--- config.mk ---
export PLATFORM = sky130hd
export DESIGN_NAME = sb_dispatch
export DESIGN_NICKNAME = d
export VERILOG_FILES = /design/src/rtl/sbd_pkg.sv /design/src/rtl/sbd_regfile.sv /design/src/rtl/sbd_scoreboard.sv /design/src/rtl/sbd_station.sv /design/src/rtl/sb_dispatch.sv
export SDC_FILE = /design/constraint.sdc
export NUM_CORES = 1
export LEC_CHECK = 0
export BUFFER_PORTS_ARGS = -buffer_cell sky130_fd_sc_hd__buf_4
export CAP_MARGIN = 40
export CORE_MARGIN = 2
export CORE_UTILIZATION = 60
export CTS_BUF_LIST = sky130_fd_sc_hd__clkbuf_8
export DETAILED_ROUTE_END_ITERATION = 16
export PLACE_DENSITY_LB_ADDON = 0.05
export SYNTH_ARGS = -nofsm -noshare
export SYNTH_HDL_FRONTEND = slang
export SYNTH_SLANG_ARGS = --single-unit
export TNS_END_PERCENT = 20
--- constraint.sdc ---
create_clock -name clk -period 15.5 [get_ports clk]
set_input_delay 3.1 -clock clk [delete_from_list [all_inputs] [get_ports clk]]
set_output_delay 3.1 -clock clk [all_outputs]
set_load 0.03 [all_outputs]
--- src/rtl/sbd_pkg.sv ---
package sbd_pkg;
  localparam int unsigned DEF_NREG  = 16;
  localparam int unsigned DEF_XLEN  = 32;
  localparam int unsigned DEF_DEPTH = 4;
  localparam int unsigned DEF_OPW   = 6;

  // index width helper that never returns zero
  function automatic int unsigned idx_w(input int unsigned n);
    return (n > 1) ? $clog2(n) : 1;
  endfunction
endpackage

--- src/rtl/sbd_regfile.sv ---
module sbd_regfile #(
  parameter int NREG = 16,
  parameter int XLEN = 32,
  localparam int RIW = sbd_pkg::idx_w(NREG)
) (
  input  logic            clk,
  input  logic            we,
  input  logic [RIW-1:0]  wa,
  input  logic [XLEN-1:0] wd,
  input  logic [RIW-1:0]  ra0,
  input  logic [RIW-1:0]  ra1,
  output logic [XLEN-1:0] rd0,
  output logic [XLEN-1:0] rd1
);
  logic [XLEN-1:0] mem [NREG];

  always_ff @(posedge clk) begin
    if (we && wa != '0) mem[wa] <= wd;
  end

  // asynchronous read (distributed RAM) with write-through forwarding
  always_comb begin
    if (ra0 == '0)             rd0 = '0;
    else if (we && wa == ra0)  rd0 = wd;
    else                       rd0 = mem[ra0];
    if (ra1 == '0)             rd1 = '0;
    else if (we && wa == ra1)  rd1 = wd;
    else                       rd1 = mem[ra1];
  end
endmodule

--- src/rtl/sbd_scoreboard.sv ---
module sbd_scoreboard #(
  parameter int NREG = 16,
  localparam int RIW = sbd_pkg::idx_w(NREG)
) (
  input  logic            clk,
  input  logic            rst,
  input  logic            clr_en,
  input  logic [RIW-1:0]  clr_idx,
  input  logic            set_en,
  input  logic [RIW-1:0]  set_idx,
  output logic [NREG-1:0] ok_vec
);
  logic [NREG-1:0] avail;

  always_ff @(posedge clk) begin
    if (rst) begin
      avail <= '1;
    end else begin
      if (set_en) avail[set_idx] <= 1'b1;
      if (clr_en) avail[clr_idx] <= 1'b0;  // younger issue wins
      avail[0] <= 1'b1;
    end
  end

  // availability as seen this cycle, including a result arriving now
  always_comb begin
    ok_vec = avail;
    if (set_en) ok_vec[set_idx] = 1'b1;
    ok_vec[0] = 1'b1;
  end

  assert_clear_pending_R2: assert property (@(posedge clk) disable iff (rst)
    (clr_en && clr_idx != '0) |=> !avail[$past(clr_idx)]);

  assert_wb_sets_R6: assert property (@(posedge clk) disable iff (rst)
    (set_en && set_idx != '0 && !(clr_en && clr_idx == set_idx)) |=> avail[$past(set_idx)]);
endmodule

--- src/rtl/sbd_station.sv ---
module sbd_station #(
  parameter int NREG  = 16,
  parameter int DEPTH = 4,
  parameter int OPW   = 6,
  localparam int RIW  = sbd_pkg::idx_w(NREG)
) (
  input  logic            clk,
  input  logic            rst,
  input  logic            push,
  input  logic [OPW-1:0]  push_op,
  input  logic [RIW-1:0]  push_rs1,
  input  logic [RIW-1:0]  push_rs2,
  input  logic [RIW-1:0]  push_rd,
  input  logic [NREG-1:0] src_ok,
  input  logic [RIW-1:0]  chk_rd,
  output logic            has_space,
  output logic            war_hit,
  output logic            pick_vld,
  output logic [OPW-1:0]  pick_op,
  output logic [RIW-1:0]  pick_rs1,
  output logic [RIW-1:0]  pick_rs2,
  output logic [RIW-1:0]  pick_rd
);
  localparam int CW = sbd_pkg::idx_w(DEPTH + 1);
  localparam int IW = sbd_pkg::idx_w(DEPTH);

  // slot 0 holds the oldest entry; slots below count are occupied
  logic [OPW-1:0] e_op  [DEPTH];
  logic [RIW-1:0] e_rs1 [DEPTH];
  logic [RIW-1:0] e_rs2 [DEPTH];
  logic [RIW-1:0] e_rd  [DEPTH];
  logic [OPW-1:0] n_op  [DEPTH];
  logic [RIW-1:0] n_rs1 [DEPTH];
  logic [RIW-1:0] n_rs2 [DEPTH];
  logic [RIW-1:0] n_rd  [DEPTH];
  logic [CW-1:0]  count, cnt_after;
  logic [DEPTH-1:0] rdy;
  logic [IW-1:0]  pidx;

  always_comb begin
    for (int i = 0; i < DEPTH; i++) begin
      rdy[i] = (CW'(i) < count)
             && (src_ok[e_rs1[i]] || e_rs1[i] == e_rd[i])
             && (src_ok[e_rs2[i]] || e_rs2[i] == e_rd[i]);
    end
  end

  always_comb begin
    pick_vld = 1'b0;
    pidx     = '0;
    for (int i = DEPTH - 1; i >= 0; i--) begin
      if (rdy[i]) begin
        pick_vld = 1'b1;
        pidx     = IW'(i);
      end
    end
  end

  assign pick_op  = e_op[pidx];
  assign pick_rs1 = e_rs1[pidx];
  assign pick_rs2 = e_rs2[pidx];
  assign pick_rd  = e_rd[pidx];

  always_comb begin
    war_hit = 1'b0;
    for (int i = 0; i < DEPTH; i++) begin
      if (CW'(i) < count && chk_rd != '0 && (e_rs1[i] == chk_rd || e_rs2[i] == chk_rd))
        war_hit = 1'b1;
    end
  end

  assign has_space = count < CW'(DEPTH);
  assign cnt_after = count - CW'(pick_vld);

  // remove the picked slot, close the gap, append the new entry at the tail
  always_comb begin
    for (int i = 0; i < DEPTH; i++) begin
      n_op[i]  = e_op[i];
      n_rs1[i] = e_rs1[i];
      n_rs2[i] = e_rs2[i];
      n_rd[i]  = e_rd[i];
      if (pick_vld && IW'(i) >= pidx && i < DEPTH - 1) begin
        n_op[i]  = e_op[i+1];
        n_rs1[i] = e_rs1[i+1];
        n_rs2[i] = e_rs2[i+1];
        n_rd[i]  = e_rd[i+1];
      end
      if (push && CW'(i) == cnt_after) begin
        n_op[i]  = push_op;
        n_rs1[i] = push_rs1;
        n_rs2[i] = push_rs2;
        n_rd[i]  = push_rd;
      end
    end
  end

  always_ff @(posedge clk) begin
    if (rst) count <= '0;
    else     count <= cnt_after + CW'(push);
  end

  always_ff @(posedge clk) begin
    e_op  <= n_op;
    e_rs1 <= n_rs1;
    e_rs2 <= n_rs2;
    e_rd  <= n_rd;
  end

  assert_push_has_room_R3: assert property (@(posedge clk) disable iff (rst)
    push |-> (count < CW'(DEPTH)));

  assert_count_bound_R3: assert property (@(posedge clk) disable iff (rst)
    count <= CW'(DEPTH));

  assert_single_pop_R5: assert property (@(posedge clk) disable iff (rst)
    (pick_vld && !push) |=> (count == $past(count) - CW'(1)));

  assert_idle_hold_R5: assert property (@(posedge clk) disable iff (rst)
    (!pick_vld && !push) |=> $stable(count));
endmodule

--- src/rtl/sb_dispatch.sv ---
module sb_dispatch
  import sbd_pkg::*;
#(
  parameter int NREG  = DEF_NREG,
  parameter int XLEN  = DEF_XLEN,
  parameter int DEPTH = DEF_DEPTH,
  parameter int OPW   = DEF_OPW,
  localparam int RIW  = idx_w(NREG)
) (
  input  logic            clk,
  input  logic            rst,
  input  logic            iss_valid,
  input  logic [OPW-1:0]  iss_op,
  input  logic [RIW-1:0]  iss_rs1,
  input  logic [RIW-1:0]  iss_rs2,
  input  logic [RIW-1:0]  iss_rd,
  output logic            iss_ready,
  input  logic            wb_valid,
  input  logic [RIW-1:0]  wb_rd,
  input  logic [XLEN-1:0] wb_data,
  output logic            dsp_valid,
  output logic [OPW-1:0]  dsp_op,
  output logic [XLEN-1:0] dsp_a,
  output logic [XLEN-1:0] dsp_b,
  output logic [RIW-1:0]  dsp_rd
);
  logic [NREG-1:0] sb_ok;
  logic            st_space, st_war, iss_fire;
  logic            pk_vld;
  logic [OPW-1:0]  pk_op;
  logic [RIW-1:0]  pk_rs1, pk_rs2, pk_rd;
  logic [XLEN-1:0] op_a, op_b;

  assign iss_ready = st_space && !st_war && sb_ok[iss_rd];
  assign iss_fire  = iss_valid && iss_ready;

  sbd_scoreboard #(.NREG(NREG)) u_sb (
    .clk(clk), .rst(rst),
    .clr_en(iss_fire), .clr_idx(iss_rd),
    .set_en(wb_valid), .set_idx(wb_rd),
    .ok_vec(sb_ok)
  );

  sbd_station #(.NREG(NREG), .DEPTH(DEPTH), .OPW(OPW)) u_st (
    .clk(clk), .rst(rst),
    .push(iss_fire), .push_op(iss_op), .push_rs1(iss_rs1),
    .push_rs2(iss_rs2), .push_rd(iss_rd),
    .src_ok(sb_ok), .chk_rd(iss_rd),
    .has_space(st_space), .war_hit(st_war),
    .pick_vld(pk_vld), .pick_op(pk_op), .pick_rs1(pk_rs1),
    .pick_rs2(pk_rs2), .pick_rd(pk_rd)
  );

  sbd_regfile #(.NREG(NREG), .XLEN(XLEN)) u_rf (
    .clk(clk), .we(wb_valid), .wa(wb_rd), .wd(wb_data),
    .ra0(pk_rs1), .ra1(pk_rs2), .rd0(op_a), .rd1(op_b)
  );

  always_ff @(posedge clk) begin
    if (rst) dsp_valid <= 1'b0;
    else     dsp_valid <= pk_vld;
  end

  always_ff @(posedge clk) begin
    if (pk_vld) begin
      dsp_op <= pk_op;
      dsp_a  <= op_a;
      dsp_b  <= op_b;
      dsp_rd <= pk_rd;
    end
  end

  assert_dispatch_follows_pick_R5: assert property (@(posedge clk) disable iff (rst)
    pk_vld |=> dsp_valid);
endmodule

Word-level counts from Yosys, hierarchy flattened
Memories as Yosys holds them, arrays and structs flattened. A register that Yosys moved wholly into a read port is not among the register bits.
Index checks and enable logic that the tools add are counted.
- $add $sub $neg: 2
- $mul: 0
- div/mod/pow operators: 0
- magnitude comparators: 21
- equal/unequal tests: 19
- shifts and indexed selects: 0
- multiplexer cells: 75
- bitwise gates (word level): 4
- reduce and logical (&&, ||, !) cells: 50
- operator list (operator ; count):
    2-to-1 mux 4 bit ; 24
    equality test 4 bit ; 16
    < comparator 4 x 5 -> 1 bit, second input constant ; 10
    2-to-1 mux 16 bit ; 3
    2-to-1 mux 6 bit ; 8
    binary-select mux 1 bit (select 4 bit) ; 9
    logical AND 1 bit ; 29
    binary-select mux 4 bit (select 2 bit) ; 3
    2-to-1 mux 1 bit ; 21
    bitwise AND 16 bit ; 1
    inverter 16 bit ; 1
    OR 16 bit ; 1
    binary-select mux 6 bit (select 2 bit) ; 1
    logical OR 1 bit ; 12
    demux 1 bit (select 4 bit) ; 2
    >= comparator 4 x 1 -> 1 bit, second input constant ; 2
    zero test 4 bit ; 2
    2-to-1 mux 2 bit ; 4
    nonzero test 4 bit ; 2
    equality test 2 x 3 -> 1 bit, first input constant ; 2
    < comparator 1 x 3 -> 1 bit, first input constant ; 2
    < comparator 2 x 3 -> 1 bit, first input constant ; 2
    nonzero test 2 bit ; 3
    >= comparator 1 x 2 -> 1 bit, first input constant ; 2
    9 further kinds ; 9
- register bits: 102
- bits in latches: 0
- memory bits (writable): 512
- bits in read-only memories: 0
- input port bits: 58
- output and inout bits: 76
- logic and storage cells: 194
- memories kept: 1
- memories (name ; depth ; bits a word ; read ports ; clocked after memory_dff ; write ports ; RTL line ; RTL):
    u_rf.mem ; 16 ; 32 ; 2 ; 2 ; 1 ; sbd_regfile.sv:15 ; logic [XLEN-1:0] mem [NREG];

Logic depth before layout (Yosys ltp)
- depth after elaboration: 20
- gate-level depth with buffers: 21
- gate-level depth less buffers: 14

By module
From an unflattened synthesis, not the netlist that was laid out.
- cells, all modules: 1824
- area, all modules: 32657.6 um^2
- modules (own cells, without submodules) (module ; times used ; cells an instance ; area each (um^2) ; sequential area each (um^2)):
    sbd_regfile ; 1 ; 1183 ; 23785.3 ; 15374.7
    sbd_station ; 1 ; 469 ; 5716.7 ; 2222.1
    sb_dispatch ; 1 ; 93 ; 2409.8 ; 2242.2
    sbd_scoreboard ; 1 ; 79 ; 745.7 ; 300.3

Least setup slack after synthesis
Ideal clock, no wire load.
- path type: input to register
- start: input wb_rd[2]
- end: register u_st.e_op[0] in the netlist's numbering (enable)
- library setup time: 439 ps
- arrival: 9440 ps
- required time: 15061 ps
- path slack: 5621 ps
- stages: 12
- buffers on the path: 2
- path through: buf_2 > and2_1 > buf_6 > a21oi_1 > mux2i_1 > mux4_2 > a2111oi_4 > o22a_2 > nand2_1 > ha_1 > ha_1 > nor4_1
- longest elaborated chain between the ends: 18
- elaborated cells on any way between the ends: 50
- those cells by class: add/sub (1); order compare (2); eq/ne (1); mux (25); bitwise (1); reduce/logical (20)
- RTL lines (item ; RTL line ; RTL):
    from (decl) ; sb_dispatch.sv:19 ; input logic [RIW-1:0] wb_rd,
    < comparator 4 x 5 -> 1 bit (not written as such) / >= comparator 4 x 1 -> 1 bit (equally long branches) ; sbd_scoreboard.sv:28 ; if (set_en) ok_vec[set_idx] = 1'b1;
    logical AND 1 bit (not written as such) ; sbd_scoreboard.sv:28 ;
    2-to-1 mux 1 bit (not written as such) ; sbd_scoreboard.sv:28 ;
    demux 1 bit (select 4 bit) (*) ; - ;
    OR 16 bit (no line) (*) ; - ;
    2-to-1 mux 16 bit (*) ; sbd_scoreboard.sv:28 ;
    binary-select mux 1 bit (select 4 bit) ; sbd_station.sv:43 ; && (src_ok[e_rs1[i]] || e_rs1[i] == e_rd[i])
    2-to-1 mux 1 bit (not written as such) ; sbd_station.sv:43 ;
    logical OR 1 bit ; sbd_station.sv:43 ;
    logical AND 1 bit ; sbd_station.sv:43 ;
    logical AND 1 bit ; sbd_station.sv:44 ; && (src_ok[e_rs2[i]] || e_rs2[i] == e_rd[i]);
    2-to-1 mux 1 bit (3 in series) ; sbd_station.sv:52 ; if (rdy[i]) begin
    2-to-1 mux 1 bit (*) ; sbd_station.sv:52 ;
    via pk_vld ; sb_dispatch.sv:29 ; logic pk_vld;
    subtractor 3 x 1 -> 3 bit (*) ; sbd_station.sv:73 ; assign cnt_after = count - CW'(pick_vld);
    equality test 2 x 3 -> 1 bit (*) ; sbd_station.sv:88 ; if (push && CW'(i) == cnt_after) begin
    logical AND 1 bit (*) ; sbd_station.sv:88 ;
    to (signal assigned) ; sbd_station.sv:103 ; e_op <= n_op;
    to (decl) ; sbd_station.sv:28 ; logic [OPW-1:0] e_op [DEPTH];
The timed path passes the listed nets; every way through them passes the cells marked *. The select of a mux whose other input is x is not followed.
A chain may end at the register's enable or synchronous reset.

Final worst setup path
- start: input wb_rd[1]
- end: output iss_ready
- longest elaborated chain between the ends: 9
- elaborated cells on any way between the ends: 10
- those cells by class: order compare (2); mux (5); bitwise (1); reduce/logical (2)
- RTL lines (item ; RTL line ; RTL):
    < comparator 4 x 5 -> 1 bit (not written as such) / >= comparator 4 x 1 -> 1 bit (equally long branches) ; sbd_scoreboard.sv:28 ;
    logical AND 1 bit (not written as such) ; sbd_scoreboard.sv:28 ;
    2-to-1 mux 1 bit (not written as such) ; sbd_scoreboard.sv:28 ;
    demux 1 bit (select 4 bit) (*) ; - ;
    OR 16 bit (no line) (*) ; - ;
    2-to-1 mux 16 bit (*) ; sbd_scoreboard.sv:28 ;
    binary-select mux 1 bit (select 4 bit) (*) ; sb_dispatch.sv:34 ; assign iss_ready = st_space && !st_war && sb_ok[iss_rd];
    2-to-1 mux 1 bit (not written as such) (*) ; sb_dispatch.sv:34 ;
    logical AND 1 bit (*) ; sb_dispatch.sv:34 ;
    to (decl) ; sb_dispatch.sv:17 ; output logic iss_ready,
Mark *: on every way between the ends. The rest lies on a longest branch, timed or not. The select of a mux whose other input is x is not followed.

==> metrics.md <==
| Metric | Value |
|---|---|
| Design Area, Final | 0.0386 sq mm |
| Synth top area share | 0.572 |
| First-pass GRT wire length | about 170000 um |
| Rows | slightly below 90 |
| Initial Utilization | 0.610 |
| Final Hold Viols | 0 |
| Antenna violations before repair | 2 |
| Nets@finish | 3129 |
| Top post-synthesis cells by area | edfxtp_1, nand2_1, mux2i_1 |
| Core area | 0.0566 sq mm |
| Post-cts hold buffer count | 0 |
| Hold Crit Class | flop to flop |
| Max Cap Violations | 0 |
| Setup WS post-layout | around 6.1 ns |
| Req. time, crit path | 12.40 ns |
| Fraction of registers with async set/reset | 0 |
| Met3 Usage GRT | 0.0771 |
| Placement Setup Slack | around 5.6 ns |
| DR vias | between 20000 and 30000 |
| Clock sinks | 677 |
| Max Transition Viols Final | 0 |
| Post-synth EDFFs | approximately 660 |
| Final min period | approximately 9.4 ns |
| Average size of a mapped cell | between 10 and 15 sq um |
| Total CTS buffers | between 100 and 150 |
| CP endpoint kind | output pin |
| Post-CTS resize count | 0 |
| Post-synth top area cell | edfxtp_1 |
| I/O pin total | between 100 and 150 |
| Max-slew headroom | 0.333 |
| Run status | finished clean |
| Post-CTS setup repair buffer count | 0 |
| Sequential area share after synthesis | 0.583 |
| Area grow syn2layout | 11.8% |
| Drt pass-1 iters | 6 |
| GRT Total Usage | 0.386 |
| Final design utilization | 0.682 |
| Worst-Skew Late Latency | about 0.74 ns |
| CTS tree | built |
| Post-synthesis register bit count | 677 |
| Die ar. | around 0.059 sq mm |
| Clk buf depth | 3 |
| M2 GR Usage | 0.603 |
| Syn Std Cell Area | 0.0345 sq mm |
| Vias in the first global route | around 27000 |
| Synth Warn # | 0 |
| Initial DRC Count | roughly 4000 |
| Ratio of cells with drive above 1 in the final layout | 0.171 |
| Fmax | ~0.11 GHz |
| Htree depth | 3 |
| GR Overflow Total | 0 |
| Antenna-violating nets left | 0 |
| Routed wire length | about 120000 um |
| Die Y | 244 um |
| Root buf cell | clkbuf_8 |
| Setup_tns | 0 ns |
| Placed Area | around 0.037 sq mm |
| Worst Tran Pin Value | 0.992 ns |
| Netlist cell types | slightly below 90 |
| DR DRC count | 0 |
| RSZ-0062 raised after global routing | no |
| DIE WIDTH | ~240 um |
| Detail-routed net length per standard cell | around 30 um |
| Data arrival, critical path | 6.35 ns |
| Port bufs | 133 |
| Max FO, Critical Path | 14 |
| GRT busiest layer | met2 |
| Period utilization | 0.610 |
| Cell count after synthesis | 2959 |
| Vias/cell | around 7.0 |
| Critical path class | input port to output pin |
| Clk slew on worst S/H paths | approximately 0.06 ns |
| Commonest register cell after synthesis | edfxtp_1 |
| Final Setup Violations | 0 |
| M1 GR Usage | 0.509 |
| Largest net degree at the start of global routing | ~120 |
| Startpoint type of the worst setup path | input port |
| DP HPWL | roughly 70000 um |
| Clk_skew | roughly 0.024 ns |
| Fillers | 4079 |
| GPL Wtd Cong | about 0.94 |
==> worst paths after layout <==
check | slack, ns | endpoint | start | cells past startpoint
min reg2reg | 0.58 | u_st.e_op[23]$_DFFE_PP_ | u_st.e_op[17]$_DFFE_PP_ | 1
min | 0.58 | u_st.e_op[23]$_DFFE_PP_ | u_st.e_op[17]$_DFFE_PP_ | 1
max | 6.05 | iss_ready | wb_rd[1] | 7
max reg2reg | 8.87 | dsp_a[22]$_SDFFCE_PN0P_ | u_st.e_rs2[0]$_DFFE_PP_ | 15
==> final cells by class <==
type / count / area, sq um / area share
clock inverter: 84 / 458 / 0.0119
clock buffer: 114 / 1570 / 0.0407
tap: 756 / 946 / 0.0245
antenna: 4 / 10.0 / 0.000259
multi-input combinational: 1998 / 13500 / 0.349
sequential: 677 / 20100 / 0.522
timing repair buffer: 210 / 1750 / 0.0454
inverter: 69 / 259 / 0.00671
==> cell usage after synthesis, types with 12 or more instances <==
cell type / instances
nor3b_1: 15
nor2_1: 56
o221ai_1: 41
mux4_2: 13
buf_1: 24
a41o_1: 14
nand2_1: 606
nand4_1: 29
a21boi_0: 14
mux2_2: 104
a2111oi_0: 15
and3_1: 57
edfxtp_1: 658
a32o_1: 29
a32oi_1: 65
o311a_1: 12
buf_2: 93
o31ai_1: 16
clkbuf_1: 117
a21oi_1: 62
a211oi_1: 35
nand3_1: 130
dfxtp_1: 19
o21ai_0: 66
xnor2_1: 33
nor3_1: 12
mux2_1: 25
o211ai_1: 87
nor4_1: 20
mux2i_1: 166
a31oi_1: 30
xor2_1: 25
o22ai_1: 33
inv_1: 66
==> registers in the layout, summed over array words and instances (netlist names), 15 cells and up <==
| register | count |
|---|---|
| u_st.e_op | 24 |
| u_st.e_rs1 | 16 |
| dsp_b | 32 |
| u_sb.avail | 15 |
| dsp_a | 32 |
| u_rf.mem | 512 |
| u_st.e_rd | 16 |
| u_st.e_rs2 | 16 |
==> metrics by stage <==
step / std cells / hold slack [ns]
2_1_floorplan: 2990 / 0.510
3_3_place_gp: 3696 / 0.551
3_5_place_dp: 3710 / 0.565
4_1_cts: 3908 / 0.580
5_1_grt: 3910 / 0.603
6_report: 3912 / 0.578
==> cells in the final DEF, fill, tap and decap left out, types with 15 or more instances in the layout <==
cell,count
clkbuf_8,114
o211ai_1,87
nor2_4,17
o221ai_1,41
xor2_1,25
a211oi_1,35
a31oi_1,30
mux2_1,25
nor4_1,19
nor2_1,38
and3_1,57
conb_1,32
edfxtp_1,658
a2111oi_0,15
mux2_2,104
clkinv_2,18
nor3b_1,15
xnor2_1,33
o21ai_0,66
a32oi_1,65
a32o_1,29
o22ai_1,30
a21oi_1,62
buf_4,196
inv_1,98
nand4_1,29
nand3_1,130
nand2_1,605
dfxtp_1,19
o31ai_1,16
mux2i_1,165
clkinv_1,25
==> worst max-delay path, cell delays in order <==
cell	delay, ns
buf_4	0.15
nor3b_2	0.79
a21oi_1	0.45
mux4_2	0.58
mux4_2	0.48
nor4_1	0.52
buf_4	0.26
==> logic make-up after synthesis <==
group,Yosys count,share of synthesized area
DFF,677,0.583
other,1,0.000109
adders and majority gates,4,0.00145
AOI/OAI and AO/OA,613,0.135
and+or+nand+nor,983,0.128
xor gates and xnor gates,58,0.0147
muxes,308,0.0987
buffers and inverters,315,0.0390
==> layer usage <==
metal | vias up | routed length [um]
li1 | 11500 | -
met3 | 419 | 12900
met2 | 2013 | 54600
met5 | - | 0
met1 | 13400 | 42700
met4 | 0 | 6320
Power is not shown: default switching activity piles up to over one toggle a cycle in this logic, so the estimate is an artifact.
